### src/rtl/sdio_init_pkg.sv
package sdio_init_pkg;

  localparam logic [5:0] IDX_IO_OP    = 6'd5;
  localparam logic [5:0] IDX_IF_COND  = 6'd8;
  localparam logic [5:0] IDX_MEM_OP   = 6'd41;
  localparam logic [5:0] IDX_SEND_ID  = 6'd2;
  localparam logic [5:0] IDX_REL_ADDR = 6'd3;
  localparam logic [5:0] IDX_PARK     = 6'd15;

  typedef enum logic [3:0] {
    ST_IDLE, ST_IO_QUERY, ST_IO_POLL, ST_IF_COND, ST_MEM_QUERY,
    ST_MEM_POLL, ST_GAP, ST_SEND_ID, ST_REL_ADDR, ST_PARK, ST_FIN
  } seq_state_t;

  typedef enum logic [2:0] {
    CK_UNUSABLE = 3'd0,
    CK_IO_ONLY  = 3'd1,
    CK_MEM_SC   = 3'd2,
    CK_MEM_HC   = 3'd3,
    CK_COMBO_SC = 3'd4,
    CK_COMBO_HC = 3'd5
  } card_kind_t;

  // A reported voltage window is usable when it shares a bit with ours.
  function automatic logic window_fits(logic [23:0] card_win, logic [23:0] host_win);
    return |(card_win & host_win);
  endfunction

  function automatic card_kind_t classify(logic io, logic mem, logic f8, logic ccs);
    logic hc;
    hc = f8 & ccs;
    if (io && mem) return hc ? CK_COMBO_HC : CK_COMBO_SC;
    if (mem)       return hc ? CK_MEM_HC : CK_MEM_SC;
    if (io)        return CK_IO_ONLY;
    return CK_UNUSABLE;
  endfunction

  function automatic logic [31:0] mem_poll_arg(logic [23:0] host_win, logic hcs);
    return {1'b0, hcs, 6'b0, host_win};
  endfunction

endpackage

### src/rtl/sdio_cmd_port.sv
module sdio_cmd_port #(
  parameter int IDX_W = 6,
  parameter int ARG_W = 32
) (
  input  logic             clk,
  input  logic             rst_n,
  input  logic             issue,
  input  logic             expect_rsp,
  input  logic [IDX_W-1:0] idx_in,
  input  logic [ARG_W-1:0] arg_in,
  input  logic             app_in,
  input  logic             rsp_valid,
  input  logic             rsp_timeout,
  output logic             cmd_valid,
  output logic [IDX_W-1:0] cmd_idx,
  output logic [ARG_W-1:0] cmd_arg,
  output logic             cmd_app,
  output logic             pending,
  output logic             ev_ok,
  output logic             ev_to
);

  assign ev_ok = pending & rsp_valid;
  assign ev_to = pending & rsp_timeout & ~rsp_valid;

  always_ff @(posedge clk or negedge rst_n) begin
    if (!rst_n) begin
      cmd_valid <= 1'b0;
      cmd_idx   <= '0;
      cmd_arg   <= '0;
      cmd_app   <= 1'b0;
      pending   <= 1'b0;
    end else begin
      cmd_valid <= issue;
      if (issue) begin
        cmd_idx <= idx_in;
        cmd_arg <= arg_in;
        cmd_app <= app_in;
      end
      if (issue) pending <= expect_rsp;
      else if (ev_ok || ev_to) pending <= 1'b0;
    end
  end

  // a new command never overlaps one still awaiting its answer
  a_r2_single_outstanding: assert property (@(posedge clk) disable iff (!rst_n)
    issue |-> !pending);

endmodule

### src/rtl/sdio_poll_timer.sv
module sdio_poll_timer #(
  parameter int unsigned LIMIT     = 1000,
  parameter int unsigned RETRY_CYC = 16
) (
  input  logic clk,
  input  logic rst_n,
  input  logic win_start,
  input  logic gap_start,
  output logic win_expired,
  output logic gap_done
);

  localparam int WIN_W = $clog2(LIMIT + 2);
  localparam int GAP_W = $clog2(RETRY_CYC + 2);
  localparam logic [WIN_W-1:0] WIN_MAX = WIN_W'(LIMIT);
  localparam logic [GAP_W-1:0] GAP_LD  = GAP_W'(RETRY_CYC);

  logic [WIN_W-1:0] win_cnt;
  logic [GAP_W-1:0] gap_cnt;

  assign win_expired = (win_cnt >= WIN_MAX);
  assign gap_done    = (gap_cnt == '0);

  always_ff @(posedge clk or negedge rst_n) begin
    if (!rst_n) begin
      win_cnt <= '0;
      gap_cnt <= '0;
    end else begin
      if (win_start)        win_cnt <= '0;
      else if (!win_expired) win_cnt <= win_cnt + 1'b1;
      if (gap_start)        gap_cnt <= GAP_LD;
      else if (!gap_done)   gap_cnt <= gap_cnt - 1'b1;
    end
  end

  // once the window has run out it stays out until a new poll phase
  a_r4_window_holds: assert property (@(posedge clk) disable iff (!rst_n)
    (win_expired && !win_start) |=> win_expired);

endmodule

### src/rtl/sdio_init_seq.sv
module sdio_init_seq
  import sdio_init_pkg::*;
#(
  parameter int unsigned CLK_HZ      = 50_000_000,
  parameter int unsigned WINDOW_MS   = 1000,
  parameter int unsigned RETRY_CYC   = 64,
  parameter logic [23:0] VOLT_WIN    = 24'h30_0000,
  parameter logic [31:0] IF_COND_ARG = 32'h0000_01AA
) (
  input  logic        clk,
  input  logic        rst_n,
  input  logic        start,
  output logic        cmd_valid,
  output logic [5:0]  cmd_idx,
  output logic [31:0] cmd_arg,
  output logic        cmd_app,
  input  logic        rsp_valid,
  input  logic        rsp_timeout,
  input  logic [31:0] rsp_data,
  output logic        done,
  output logic        unusable,
  output logic [2:0]  card_type,
  output logic [15:0] rca
);

  localparam int unsigned LIMIT = (CLK_HZ / 1000) * WINDOW_MS;

  seq_state_t state, gap_ret;
  card_kind_t kind_q;
  logic       wait_q;
  logic       io_f, mem_f, f8_f, ccs_f, mp_f;

  // command issue request
  logic        issue, expect_rsp, app_req;
  logic [5:0]  idx_req;
  logic [31:0] arg_req;
  logic        pending, ev_ok, ev_to, ev_any;
  logic        win_start, gap_start, win_expired, gap_done;

  // response field decode
  logic        r_ready, r_mp, r_ccs;
  logic [2:0]  r_nf;
  logic [23:0] r_win;
  logic        io_accept, mem_accept, poll_state, poll_ready;

  assign r_ready = rsp_data[31];
  assign r_nf    = rsp_data[30:28];
  assign r_mp    = rsp_data[27];
  assign r_ccs   = rsp_data[30];
  assign r_win   = rsp_data[23:0];
  assign ev_any  = ev_ok | ev_to;

  assign io_accept  = ev_ok && (r_nf != 3'd0) && window_fits(r_win, VOLT_WIN);
  assign mem_accept = ev_ok && window_fits(r_win, VOLT_WIN);
  assign poll_state = (state == ST_IO_POLL) || (state == ST_MEM_POLL);
  assign poll_ready = ev_ok && r_ready;

  assign win_start = wait_q && (((state == ST_IO_QUERY) && io_accept) ||
                                ((state == ST_MEM_QUERY) && mem_accept));
  assign gap_start = wait_q && poll_state && ev_any && !poll_ready && !win_expired;

  always_comb begin
    idx_req    = '0;
    arg_req    = '0;
    app_req    = 1'b0;
    expect_rsp = 1'b1;
    issue      = 1'b0;
    case (state)
      ST_IO_QUERY:  begin idx_req = IDX_IO_OP;    issue = !wait_q; end
      ST_IO_POLL:   begin idx_req = IDX_IO_OP;    arg_req = {8'h00, VOLT_WIN}; issue = !wait_q; end
      ST_IF_COND:   begin idx_req = IDX_IF_COND;  arg_req = IF_COND_ARG; issue = !wait_q; end
      ST_MEM_QUERY: begin idx_req = IDX_MEM_OP;   app_req = 1'b1; issue = !wait_q; end
      ST_MEM_POLL:  begin
        idx_req = IDX_MEM_OP;
        app_req = 1'b1;
        arg_req = mem_poll_arg(VOLT_WIN, f8_f);
        issue   = !wait_q;
      end
      ST_SEND_ID:   begin idx_req = IDX_SEND_ID;  issue = !wait_q; end
      ST_REL_ADDR:  begin idx_req = IDX_REL_ADDR; issue = !wait_q; end
      ST_PARK:      begin idx_req = IDX_PARK;     expect_rsp = 1'b0; issue = 1'b1; end
      default: ;
    endcase
  end

  sdio_cmd_port #(.IDX_W(6), .ARG_W(32)) u_port (
    .clk        (clk),
    .rst_n      (rst_n),
    .issue      (issue),
    .expect_rsp (expect_rsp),
    .idx_in     (idx_req),
    .arg_in     (arg_req),
    .app_in     (app_req),
    .rsp_valid  (rsp_valid),
    .rsp_timeout(rsp_timeout),
    .cmd_valid  (cmd_valid),
    .cmd_idx    (cmd_idx),
    .cmd_arg    (cmd_arg),
    .cmd_app    (cmd_app),
    .pending    (pending),
    .ev_ok      (ev_ok),
    .ev_to      (ev_to)
  );

  sdio_poll_timer #(.LIMIT(LIMIT), .RETRY_CYC(RETRY_CYC)) u_timer (
    .clk        (clk),
    .rst_n      (rst_n),
    .win_start  (win_start),
    .gap_start  (gap_start),
    .win_expired(win_expired),
    .gap_done   (gap_done)
  );

  always_ff @(posedge clk or negedge rst_n) begin
    if (!rst_n) begin
      state    <= ST_IDLE;
      gap_ret  <= ST_IDLE;
      wait_q   <= 1'b0;
      io_f     <= 1'b0;
      mem_f    <= 1'b0;
      f8_f     <= 1'b0;
      ccs_f    <= 1'b0;
      mp_f     <= 1'b0;
      done     <= 1'b0;
      unusable <= 1'b0;
      kind_q   <= CK_UNUSABLE;
      rca      <= '0;
    end else begin
      case (state)
        ST_IDLE, ST_FIN: begin
          if (start) begin
            state    <= ST_IO_QUERY;
            wait_q   <= 1'b0;
            io_f     <= 1'b0;
            mem_f    <= 1'b0;
            f8_f     <= 1'b0;
            ccs_f    <= 1'b0;
            mp_f     <= 1'b0;
            done     <= 1'b0;
            unusable <= 1'b0;
            kind_q   <= CK_UNUSABLE;
            rca      <= '0;
          end
        end
        ST_GAP: if (gap_done) state <= gap_ret;
        ST_PARK: begin
          state    <= ST_FIN;
          done     <= 1'b1;
          unusable <= 1'b1;
          kind_q   <= CK_UNUSABLE;
        end
        default: begin
          if (!wait_q) begin
            wait_q <= 1'b1;
          end else if (ev_any) begin
            wait_q <= 1'b0;
            case (state)
              ST_IO_QUERY: begin
                if (io_accept) begin
                  mp_f  <= r_mp;
                  state <= ST_IO_POLL;
                end else begin
                  mp_f  <= 1'b1;
                  state <= ST_IF_COND;
                end
              end
              ST_IO_POLL: begin
                if (poll_ready) begin
                  io_f  <= 1'b1;
                  state <= ST_IF_COND;
                end else if (win_expired) begin
                  state <= ST_PARK;
                end else begin
                  gap_ret <= ST_IO_POLL;
                  state   <= ST_GAP;
                end
              end
              ST_IF_COND: begin
                f8_f  <= ev_ok;
                state <= (io_f && !mp_f) ? ST_REL_ADDR : ST_MEM_QUERY;
              end
              ST_MEM_QUERY: begin
                if (mem_accept) state <= ST_MEM_POLL;
                else            state <= io_f ? ST_REL_ADDR : ST_PARK;
              end
              ST_MEM_POLL: begin
                if (poll_ready) begin
                  mem_f <= 1'b1;
                  ccs_f <= r_ccs;
                  state <= ST_SEND_ID;
                end else if (win_expired) begin
                  state <= ST_PARK;
                end else begin
                  gap_ret <= ST_MEM_POLL;
                  state   <= ST_GAP;
                end
              end
              ST_SEND_ID: state <= ev_ok ? ST_REL_ADDR : ST_PARK;
              ST_REL_ADDR: begin
                if (ev_ok) begin
                  rca    <= rsp_data[31:16];
                  kind_q <= classify(io_f, mem_f, f8_f, ccs_f);
                  done   <= 1'b1;
                  state  <= ST_FIN;
                end else begin
                  state  <= ST_PARK;
                end
              end
              default: state <= ST_IDLE;
            endcase
          end
        end
      endcase
    end
  end

  assign card_type = kind_q;

  // identification request only after memory came up
  a_r8_id_needs_mem: assert property (@(posedge clk) disable iff (!rst_n)
    (cmd_valid && cmd_idx == IDX_SEND_ID) |-> mem_f);

  // capacity-support bit only requested after an interface-condition answer
  a_r7_hcs_needs_f8: assert property (@(posedge clk) disable iff (!rst_n)
    (cmd_valid && cmd_idx == IDX_MEM_OP && cmd_arg[30]) |-> f8_f);

  // park command carries a zero argument
  a_r9_park_zero_arg: assert property (@(posedge clk) disable iff (!rst_n)
    (cmd_valid && cmd_idx == IDX_PARK) |-> (cmd_arg == 32'h0));

  // a usable finish always carries a non-zero kind, an unusable one zero
  a_r10_kind_matches: assert property (@(posedge clk) disable iff (!rst_n)
    done |-> (unusable == (card_type == 3'd0)));

  // results hold until the next start
  a_r11_done_holds: assert property (@(posedge clk) disable iff (!rst_n)
    (done && !start) |=> (done && $stable(card_type) && $stable(rca)));

endmodule

### config.mk
export PLATFORM = sky130hd
export DESIGN_NAME = sdio_init_seq
export DESIGN_NICKNAME = d
export VERILOG_FILES = /design/src/rtl/sdio_init_pkg.sv /design/src/rtl/sdio_cmd_port.sv /design/src/rtl/sdio_poll_timer.sv /design/src/rtl/sdio_init_seq.sv
export SDC_FILE = /design/constraint.sdc
export NUM_CORES = 1
export LEC_CHECK = 0
export ABC_AREA = 1
export BUFFER_PORTS_ARGS = -buffer_cell sky130_fd_sc_hd__buf_2
export CORE_MARGIN = 3
export CORE_UTILIZATION = 50
export CTS_CLUSTER_DIAMETER = 50
export DETAILED_ROUTE_END_ITERATION = 16
export PLACE_DENSITY = 0.84
export SLEW_MARGIN = 0
export SYNTH_ARGS = -nofsm -noshare
export SYNTH_HDL_FRONTEND = slang
export SYNTH_SLANG_ARGS = --single-unit
### constraint.sdc
create_clock -name clk -period 1.61 [get_ports clk]
set_input_delay 0.322 -clock clk [delete_from_list [all_inputs] [get_ports clk]]
set_output_delay 0.322 -clock clk [all_outputs]
set_load 0.005 [all_outputs]
==> impl_metrics.env, run 1 <==
export IMPL_multi_input_area_sq_mm=0.00254
export IMPL_global_route_usage_total_pct=25.1
export IMPL_dp_hpwl_um=8920
export IMPL_hold_worst_slack_ps=189
export IMPL_p_per_area_mw_per_mm2=1800
export IMPL_worst_path_max_delay_cell="dfrtp_2"
export IMPL_layout_drive_gt1_share_pct=39.9
export IMPL_dp_cells=847
export IMPL_worst_hold_path_type="in2reg"
export IMPL_synthCells=621
export IMPL_power_leakage_nw=3.37
export IMPL_clock_insertion_delay_worst_skew_ps=360
export IMPL_drv_cap=0
export IMPL_worst_r2r_startpoint="state[0]"
export IMPL_crit_arrival_ps=2120
export IMPL_synth_cell_area_sq_mm=0.00454
export IMPL_cts_sinks=77
export IMPL_cts_made_buffers=9
export IMPL_nNetsFinal=823
export IMPL_final_core_utilization_pct=74.5
export IMPL_fill_cells=565
export IMPL_min_period_ps=1830
export IMPL_max_freq_ghz=0.546
export IMPL_design_portCount=98
export IMPL_status="finished, violations left"
export IMPL_post_route_drc_count=0
export IMPL_holdPathEnd="rca[9]"
export IMPL_comb_power_share_pct=55.4
export IMPL_crit_path_required_time_ps=1900
export IMPL_floorplan_die_area_sq_mm=0.0103
export IMPL_wire_per_inst_um=16.7
export IMPL_worst_setup_path_start_kind="flop"
export IMPL_die_width_um=101
export IMPL_timing_rr_end="rca[7]"
export IMPL_drt_vias_per_instance=5.48
export IMPL_path_depth=8
export IMPL_finClkSkew_ps=14.1
export IMPL_grt_max_degree=33
export IMPL_crit_path_max_fanout=8
export IMPL_initialDrtViolationCount=417
export IMPL_setup_reg_to_reg_worst_slack_ps=-220
export IMPL_critPathMaxStageDelay_ps=470
export IMPL_violations="negative setup slack"
export IMPL_critical_path_endpoint_type="flop"
export IMPL_htreeDepth=3
export IMPL_setup_tns_ps=-8930
export IMPL_min_delay_path_depth=3
export IMPL_route_final_wire_length_um=15000
export IMPL_place_ws_ps=-149
export IMPL_setup_ws_ps=-220
export IMPL_yosysWarningCount=0
export IMPL_firstDrtPassIters=5
export IMPL_post_layout_inst_area_sq_mm=0.00653
export IMPL_reg2regPathDepth=8
export IMPL_cts_root_buffer="clkbuf_8"
export IMPL_register_area_sq_mm=0.00193
export IMPL_antenna_found_initial=0
export IMPL_critPathKind="reg2reg"
export IMPL_grt_pass1_wl_um=20400
export IMPL_finalHoldViolCount=0
export IMPL_layout_area_overhead_vs_synth_pct=43.9
export IMPL_core_sq_mm=0.00876
export IMPL_dpl_instance_area_sq_mm=0.00544
export IMPL_clock_slew_at_reported_path_ffs_ps=90
export IMPL_globalRouteOverflowTotal=0
export IMPL_dr_total_vias=4901
export IMPL_intPower_mw=6.68
export IMPL_period_share_pct=114
export IMPL_grt_pass1_vias=4343
export IMPL_stdcell_count=895
export IMPL_pwr_share_clk_pct=15.5
export IMPL_clk_path_buf_depth=2
export IMPL_drt_antenna_violating_nets=0
export IMPL_antenna_diode_count=0
export IMPL_setup_violations=75
export IMPL_postSynthAreaPerCell_sq_um=7.31
export IMPL_rsz_0062_raised_after_global_routing="yes"
export IMPL_cts_tree="built"
export IMPL_routability_congestion_estimate_from_global_placement=0.954
export IMPL_timing_critical_path_buf_inv=2
export IMPL_synth_seq_cells=77
export IMPL_totalPowerFinal_mw=11.8
export IMPL_rows=34
export IMPL_placement_io_buffers=56
export IMPL_timing_critical_path_max_delay_family="compound AO/OA/AOI/OAI gates"
export IMPL_worstHoldStart="rsp_data[25]"
export IMPL_die_y_um=101
export IMPL_ys_types=37
export IMPL_p_sw_share_pct=43.2
export IMPL_power_switching_mw=5.09
export IMPL_power_share_sequential_pct=29.1
export IMPL_starting_density_of_the_core_pct=51.8
export IMPL_synth_seq_area_share_pct=42.4
export IMPL_timing_max_transition_violations_final=0
export IMPL_crit_path_cell_trace="inv_4 -> nand2_4 -> o21ai_4 -> o211ai_1 -> a21oi_4 -> buf_6 -> nand3_2 -> o21ai_1"
export IMPL_vdd_drop_max_mv=1.12
## flip-flops by register name, indices dropped and copies added, names as in the netlist, 2 cells and up
register / flops
rca: 16
u_port.cmd_arg: 3
state: 4
u_timer.win_cnt: 26
u_timer.gap_cnt: 7
card_type: 3
gap_ret: 2
u_port.cmd_idx: 5
## power groups by stage
stage	registers [mW]	clock network, mW	logic [mW]
final	3.42	1.83	6.52
after global placement	3.26	0	4.49
after detailed placement	3.29	0	4.68
after floorplan	3.31	0	2.66
after CTS	3.31	1.83	5.30
after global routing	3.52	1.93	7.07
## layer usage
| layer | global-route usage [%] | vias up | wire length (um) |
|---|---|---|---|
| li1 | - | 2245 | - |
| met1 | 34.7 | 2321 | 5810 |
| met2 | 40.2 | 269 | 7320 |
| met3 | 3.44 | 66 | 1110 |
| met4 | 9.41 | 0 | 718 |
| met5 | 0 | - | 0 |
## synth_stat cells
cell type | n | share of area (%)
inv_2 | 4 | 0.33
o211ai_1 | 1 | 0.17
nand2_2 | 3 | 0.41
nand2_4 | 1 | 0.25
nor2_2 | 3 | 0.41
nor3_1 | 11 | 1.2
nor2_1 | 77 | 6.4
a2bb2oi_1 | 1 | 0.19
o21ai_1 | 3 | 0.33
a21oi_1 | 14 | 1.5
buf_4 | 35 | 5.8
or2_2 | 1 | 0.14
o21ai_2 | 1 | 0.19
or2_1 | 1 | 0.14
nand3_2 | 2 | 0.44
nand2_1 | 156 | 13
o31ai_1 | 8 | 1.3
nand3b_1 | 3 | 0.50
xnor2_1 | 5 | 0.96
conb_1 | 1 | 0.083
clkbuf_1 | 1 | 0.083
o21a_1 | 1 | 0.17
nor4_1 | 1 | 0.14
o21ai_4 | 1 | 0.36
o31ai_2 | 1 | 0.28
a21oi_2 | 1 | 0.19
nand4_1 | 11 | 1.5
xor2_1 | 11 | 2.1
ha_1 | 4 | 1.1
inv_1 | 82 | 6.8
clkbuf_2 | 1 | 0.11
a21boi_0 | 2 | 0.33
nand3_1 | 52 | 5.7
o21ai_0 | 37 | 4.1
buf_2 | 5 | 0.55
dfrtp_1 | 77 | 42
a211oi_1 | 2 | 0.33
## what timing repair did
action / 4_1_cts / 5_1_grt
hold buffers: 1 / 0
cloned: 3 / 3
buffers inserted: 12 / 15
pin swaps: 7 / 26
endpoints found under the setup margin: 72 / 75
resized for setup: 45 / 144
hold endpoints to repair: 30 / 0
## worst register-to-register path, cell delays in order, from the launching register on
cell	delay, ps
dfrtp_2	470
inv_4	120
nand2_4	80
o21ai_4	240
o211ai_1	180
a21oi_4	290
buf_6	210
nand3_2	80
o21ai_1	90
## cell type report
class	instances	share of cell area, %
multi-input combinational	440	39.0
sequential	77	29.6
timing repair buffer	167	20.3
inverter	86	5.29
tap	108	2.07
clock buffer	9	1.90
clock inverter	7	1.86
timing repair inverter	1	0.115
## placed cells by master, fill, tap and decap left out, types with 9 or more instances in the layout
| cell | count |
|---|---|
| nor2_1 | 54 |
| o21ai_1 | 13 |
| nand2_2 | 23 |
| clkbuf_8 | 9 |
| nand2_1 | 131 |
| conb_1 | 25 |
| buf_6 | 14 |
| nand3_1 | 29 |
| inv_2 | 10 |
| inv_1 | 70 |
| nor2_2 | 16 |
| dfrtp_1 | 74 |
| nand3_2 | 24 |
| buf_2 | 55 |
| nand4_1 | 11 |
| o21ai_2 | 17 |
| buf_4 | 86 |
| nor2_4 | 10 |
| a21oi_1 | 11 |
| xor2_1 | 11 |
| o21ai_0 | 10 |
## worst max path at each step
stage	slack, ps	endpoint	from
2_1_floorplan	20	u_timer.win_cnt[12]	state[3]
3_3_place_gp	-120	state[0]	u_timer.win_cnt[18]
3_5_place_dp	-150	rca[7]	state[3]
4_1_cts	-90	rca[15]	state[0]
5_1_grt	-350	rca[13]	state[2]
6_report	-220	rca[7]	state[0]
## cell families after synthesis
logic type,count (synthesis),share of synthesized area [%]
adder cells (fa/ha/maj),4,1.10
XOR/XNOR,16,3.09
flip-flops,77,42.4
AO/OA/AOI/OAI,73,9.48
AND/OR/NAND/NOR,322,30.2
other,1,0.0826
buffers and inverters,128,13.6
Power figures use the tool's default switching activity.
==> inputs of run 2 (changes only) <==
- CORE_UTILIZATION: 50 -> 35
- PLACE_DENSITY: 0.84 -> 0.64
==> run 2 against run 1 <==
The flow still finishes with violations (negative setup slack). Sequential cell count unchanged. Sequential share of layout area decreased by 0.45 points. Clock power increased by 15%. Critical path type unchanged. Largest cell class unchanged.
==> impl_metrics.env, run 2 (synthesis results as in run 1) <==
export IMPL_p_per_area_mw_per_mm2=1760
export IMPL_grt_max_degree=31
export IMPL_timing_rr_end="rca[7]"
export IMPL_nNetsFinal=819
export IMPL_routability_congestion_estimate_from_global_placement=0.885
export IMPL_rsz_0062_raised_after_global_routing="yes"
export IMPL_registers_with_the_most_flip_flops="u_timer.win_cnt (26), rca (16), u_timer.gap_cnt (7)"
export IMPL_finalHoldViolCount=0
export IMPL_dr_total_vias=4527
export IMPL_clock_insertion_delay_worst_skew_ps=340
export IMPL_clk_path_buf_depth=2
export IMPL_wire_per_inst_um=13.6
export IMPL_reg2regPathDepth=9
export IMPL_route_final_wire_length_um=12900
export IMPL_hold_worst_slack_ps=221
export IMPL_cts_root_buffer="clkbuf_16"
export IMPL_starting_density_of_the_core_pct=36.7
export IMPL_power_leakage_nw=3.38
export IMPL_final_cell_mix="nand2_1 (134), buf_4 (85), dfrtp_1 (74), inv_1 (72), buf_2 (55)"
export IMPL_globalRouteOverflowTotal=0
export IMPL_fill_cells=1122
export IMPL_cts_sinks=77
export IMPL_place_ws_ps=-144
export IMPL_drv_cap=0
export IMPL_mostFrequentLayoutCell="nand2_1"
export IMPL_worstHoldStart="rsp_data[17]"
export IMPL_register_containing_the_most_flip_flops_in_the_final_layout="u_timer.win_cnt"
export IMPL_dp_cells=913
export IMPL_crit_path_max_fanout=8
export IMPL_critPathKind="reg2reg"
export IMPL_setup_reg_to_reg_worst_slack_ps=-100
export IMPL_worst_r2r_startpoint="state[2]"
export IMPL_clock_slew_at_reported_path_ffs_ps=60
export IMPL_grt_pass1_wl_um=21100
export IMPL_layout_drive_gt1_share_pct=37.4
export IMPL_floorplan_die_area_sq_mm=0.0144
export IMPL_dp_hpwl_um=9160
export IMPL_min_delay_path_depth=3
export IMPL_rows=40
export IMPL_finClkSkew_ps=5.44
export IMPL_worst_hold_path_type="in2reg"
export IMPL_stdcell_count=951
export IMPL_initialDrtViolationCount=256
export IMPL_flip_flop_count_of_the_largest_register_all_copies_and_words_added=26
export IMPL_antenna_found_initial=0
export IMPL_cts_made_buffers=9
export IMPL_layout_area_overhead_vs_synth_pct=46.1
export IMPL_setup_violations=30
export IMPL_htreeDepth=3
export IMPL_firstDrtPassIters=5
export IMPL_post_route_drc_count=0
export IMPL_antenna_diode_count=0
export IMPL_period_share_pct=106
export IMPL_max_freq_ghz=0.585
export IMPL_critical_path_endpoint_type="flop"
export IMPL_design_portCount=98
export IMPL_vdd_drop_max_mv=0.851
export IMPL_crit_arrival_ps=1970
export IMPL_worst_setup_path_start_kind="flop"
export IMPL_drt_antenna_violating_nets=0
export IMPL_placement_io_buffers=56
export IMPL_violations="negative setup slack"
export IMPL_min_period_ps=1710
export IMPL_timing_max_transition_violations_final=0
export IMPL_die_width_um=120
export IMPL_setup_ws_ps=-99.5
export IMPL_grt_pass1_vias=4533
export IMPL_status="finished, violations left"
export IMPL_crit_path_required_time_ps=1870
export IMPL_die_y_um=120
export IMPL_core_sq_mm=0.0124
export IMPL_global_route_usage_total_pct=17.9
export IMPL_holdPathEnd="rca[1]"
export IMPL_drt_vias_per_instance=4.76
export IMPL_setup_tns_ps=-1650
export IMPL_cts_tree="built"
==> run 2: changes by cell type in the layout (fill, tap and decap cells not counted), moves of 3 or more <==
cell	before	now
nand2_2	23	18
nand3_1	29	35
o21ai_2	17	5
nor2_1	54	51
clkbuf_16	4	11
nand3_2	24	16
o21ai_1	13	28
clkbuf_8	9	3
nand2_1	131	134
nor3_4	0	3
buf_6	14	10
o21ai_0	10	7
nand2_4	5	8
==> run 2: worst max-delay path, cell delays in order (launching register included) <==
cell,delay [ps]
dfrtp_1,410
inv_2,120
nand2_4,70
o21ai_4,260
o211ai_1,170
a21oi_4,160
buf_6,150
buf_12,130
nand3_2,60
o21ai_1,90
==> run 2: where the power goes <==
part | switching [mW] | internal, mW | total [mW] | leakage, nW
logic | 3.25 | 2.91 | 6.16 | 2.29
registers | 0.619 | 2.76 | 3.38 | 0.940
clock network | 0.778 | 1.32 | 2.10 | 0.152
total | 4.64 | 7.00 | 11.6 | 3.38
==> run 2: stage by stage <==
stage	area [sq um]	power, mW	util, %
finish	6630	11.6	53.7
global route	6630	12.6	53.7
CTS	6140	10.9	49.7
detailed placement	5550	8.10	44.9
global placement	5550	7.93	44.9
floorplan	4630	5.97	-
==> run 2: what timing repair did <==
action	in CTS	in global routing
setup endpoints to repair	72	73
pin swaps	16	27
setup buffers	8	11
cloned	3	2
hold endpoints to repair	28	0
hold buffers	1	0
resized for setup	62	118
==> run 2: final cells by class <==
class                   count  area, sq um  share of cell area, %
well taps                 168          210                   3.17
inverters                  86          333                   5.02
flip-flops and latches     77         1930                   29.1
clock buffers              13          270                   4.07
repair buffers            164         1310                   19.8
multi-input cells         440         2530                   38.2
clock inverters             3         42.5                  0.641
==> run 2: routing by layer <==
layer	up-vias	track usage (%)	wire (um)
met5	-	0	0
met1	2152	23.2	5630
met2	125	29.8	6390
met4	0	4.80	144
li1	2236	-	-
met3	14	4.48	719
==> run 2: worst max-delay path by stage <==
stage                          from                   to  slack, ps  depth (start not counted)
after global routing       state[2]             state[1]       -230                         10
after CTS                  state[2]              rca[11]        -90                         10
after floorplan            state[3]  u_timer.win_cnt[12]         20                          9
final                      state[2]               rca[7]       -100                          9
after detailed placement  rsp_valid  u_timer.win_cnt[24]       -140                         10
after global placement     state[2]             state[3]       -120                         10
==> inputs of run 3 (changes only) <==
- clock period: 1.61 -> 1.5 ns (I/O delays scaled with it)
==> run 3 against run 2 <==
The flow still finishes with violations (negative setup slack). Sequential cell count stayed put. Register-to-register slack worse by 150 ps. Routed wire length rose by 3.8%. Utilization is 0.33 points higher. Power grew 10%. Worst hold slack lost 31 ps. Via count grew 1.1%. Clock power increased by 30%. Critical path depth fell by 1. Clock skew increased by 4.1 ps. Critical path type unchanged. Largest cell class unchanged. Highest routed layer unchanged.
==> impl_metrics.env, run 3 (synthesis results as in run 1) <==
export IMPL_flip_flop_count_of_the_largest_register_all_copies_and_words_added=26
export IMPL_floorplan_die_area_sq_mm=0.0144
export IMPL_worst_setup_path_start_kind="flop"
export IMPL_cts_root_buffer="clkbuf_16"
export IMPL_power_share_sequential_pct=28.2
export IMPL_register_containing_the_most_flip_flops_in_the_final_layout="u_timer.win_cnt"
export IMPL_wire_per_inst_um=13.9
export IMPL_comb_power_share_pct=50.4
export IMPL_pwr_share_clk_pct=21.4
export IMPL_cts_tree="built"
export IMPL_power_leakage_nw=3.43
export IMPL_vdd_drop_max_mv=0.890
export IMPL_drt_vias_per_instance=4.74
export IMPL_clock_insertion_delay_worst_skew_ps=340
export IMPL_antenna_found_initial=0
export IMPL_antenna_diode_count=0
export IMPL_die_width_um=120
export IMPL_critical_path_endpoint_type="flop"
export IMPL_max_freq_ghz=0.573
export IMPL_cp_endpoint="rca[5]"
export IMPL_power_switching_mw=5.03
export IMPL_clk_path_buf_depth=2
export IMPL_period_share_pct=116
export IMPL_totalPowerFinal_mw=12.8
export IMPL_initialDrtViolationCount=327
export IMPL_rows=40
export IMPL_violations="negative setup slack"
export IMPL_globalRouteOverflowTotal=0
export IMPL_grt_pass1_wl_um=21900
export IMPL_registers_with_the_most_flip_flops="u_timer.win_cnt (26), rca (16), u_timer.gap_cnt (7)"
export IMPL_status="finished, violations left"
export IMPL_post_layout_inst_area_sq_mm=0.00667
export IMPL_clock_slew_at_reported_path_ffs_ps=60
export IMPL_intPower_mw=7.77
export IMPL_post_route_drc_count=0
export IMPL_layout_drive_gt1_share_pct=36.0
export IMPL_crit_path_required_time_ps=1770
export IMPL_dpl_instance_area_sq_mm=0.00568
export IMPL_firstDrtPassIters=5
export IMPL_timing_max_transition_violations_final=0
export IMPL_min_period_ps=1750
export IMPL_grt_pass1_vias=4597
export IMPL_reg2regPathDepth=8
export IMPL_crit_arrival_ps=2010
export IMPL_dr_total_vias=4576
export IMPL_crit_path_max_fanout=8
export IMPL_finClkSkew_ps=9.50
export IMPL_routability_congestion_estimate_from_global_placement=0.940
export IMPL_cts_sinks=77
export IMPL_dp_hpwl_um=9440
export IMPL_global_route_usage_total_pct=18.8
export IMPL_setup_ws_ps=-246
export IMPL_rsz_0062_raised_after_global_routing="yes"
export IMPL_p_sw_share_pct=39.3
export IMPL_p_per_area_mw_per_mm2=1920
export IMPL_drv_cap=0
export IMPL_drt_antenna_violating_nets=0
export IMPL_core_sq_mm=0.0124
export IMPL_setup_violations=76
export IMPL_worst_setup_path_startpoint="state[2]"
export IMPL_starting_density_of_the_core_pct=36.7
export IMPL_worst_r2r_startpoint="state[2]"
export IMPL_min_delay_path_depth=3
export IMPL_dp_cells=925
export IMPL_nNetsFinal=833
export IMPL_cts_made_buffers=9
export IMPL_placement_io_buffers=56
export IMPL_final_cell_mix="nand2_1 (137), buf_4 (98), dfrtp_1 (75), inv_1 (73), buf_2 (55)"
export IMPL_route_final_wire_length_um=13400
export IMPL_htreeDepth=3
export IMPL_timing_rr_end="rca[5]"
export IMPL_stdcell_count=965
export IMPL_design_portCount=98
export IMPL_die_y_um=120
export IMPL_setup_reg_to_reg_worst_slack_ps=-250
export IMPL_layout_area_overhead_vs_synth_pct=47.0
export IMPL_mostFrequentLayoutCell="nand2_1"
export IMPL_critPathKind="reg2reg"
export IMPL_worst_hold_path_type="in2reg"
export IMPL_finalHoldViolCount=0
export IMPL_grt_max_degree=33
export IMPL_setup_tns_ps=-10300
-- run 3: cell type report --
type | count | area (sq um)
multi-input combinational | 440 | 2440
fill | 1135 | 5690
clock buffer | 9 | 225
clock inverter | 7 | 146
tap | 168 | 210
timing repair inverter | 1 | 6.26
timing repair buffer | 177 | 1370
inverter | 86 | 345
sequential | 77 | 1930
-- run 3: how the worst min path moves through the flow --
stage                       from               end  slack [ps]
floorplan                  rst_n      card_type[0]           4
global placement           rst_n  u_port.cmd_valid         250
detailed placement         rst_n  u_port.cmd_valid         260
CTS                 rsp_data[17]            rca[1]         180
global route        rsp_data[17]            rca[1]         190
finish              rsp_data[25]            rca[9]         190
-- run 3: metrics by stage --
step	util (%)	hold WS, ps	worst slack (ps)
floorplan	-	4.41	-39.2
global placement	46.0	252	-128
detailed placement	46.0	262	-208
CTS	51.3	183	-148
global route	54.0	191	-305
finish	54.0	189	-246
-- run 3: metal layers --
metal,wire length [um],part of all wire (%),global-route usage [%]
met1,5710,43,23.5
met2,6900,52,33.3
met3,527,3.9,3.02
met4,238,1.8,5.94
met5,0,0,0
-- run 3: power groups by stage --
| stage | registers [mW] | logic (mW) | clock network, mW |
|---|---|---|---|
| 3_3_place_gp | 3.54 | 5.17 | 0 |
| 5_1_grt | 3.73 | 7.14 | 2.89 |
| 2_1_floorplan | 3.59 | 3.00 | 0 |
| 3_5_place_dp | 3.59 | 5.31 | 0 |
| 6_report | 3.61 | 6.45 | 2.74 |
| 4_1_cts | 3.59 | 5.91 | 2.79 |
-- run 3: worst max-delay path, cell delays in order, from the launching register on --
cell       delay [ps]
dfrtp_1           400
inv_2             130
nand2_4            90
o21ai_4           250
o211ai_1          170
a21oi_4           260
clkbuf_16         210
nand3_1            80
o21ai_1            90
-- run 3: repair_timing --
item,CTS,global route
gates cloned,2,4
gates resized for setup,76,42
pin swaps,16,15
endpoints found under the hold margin,25,0
endpoints found under the setup margin,75,76
hold buffers,1,0
buffers inserted,7,12
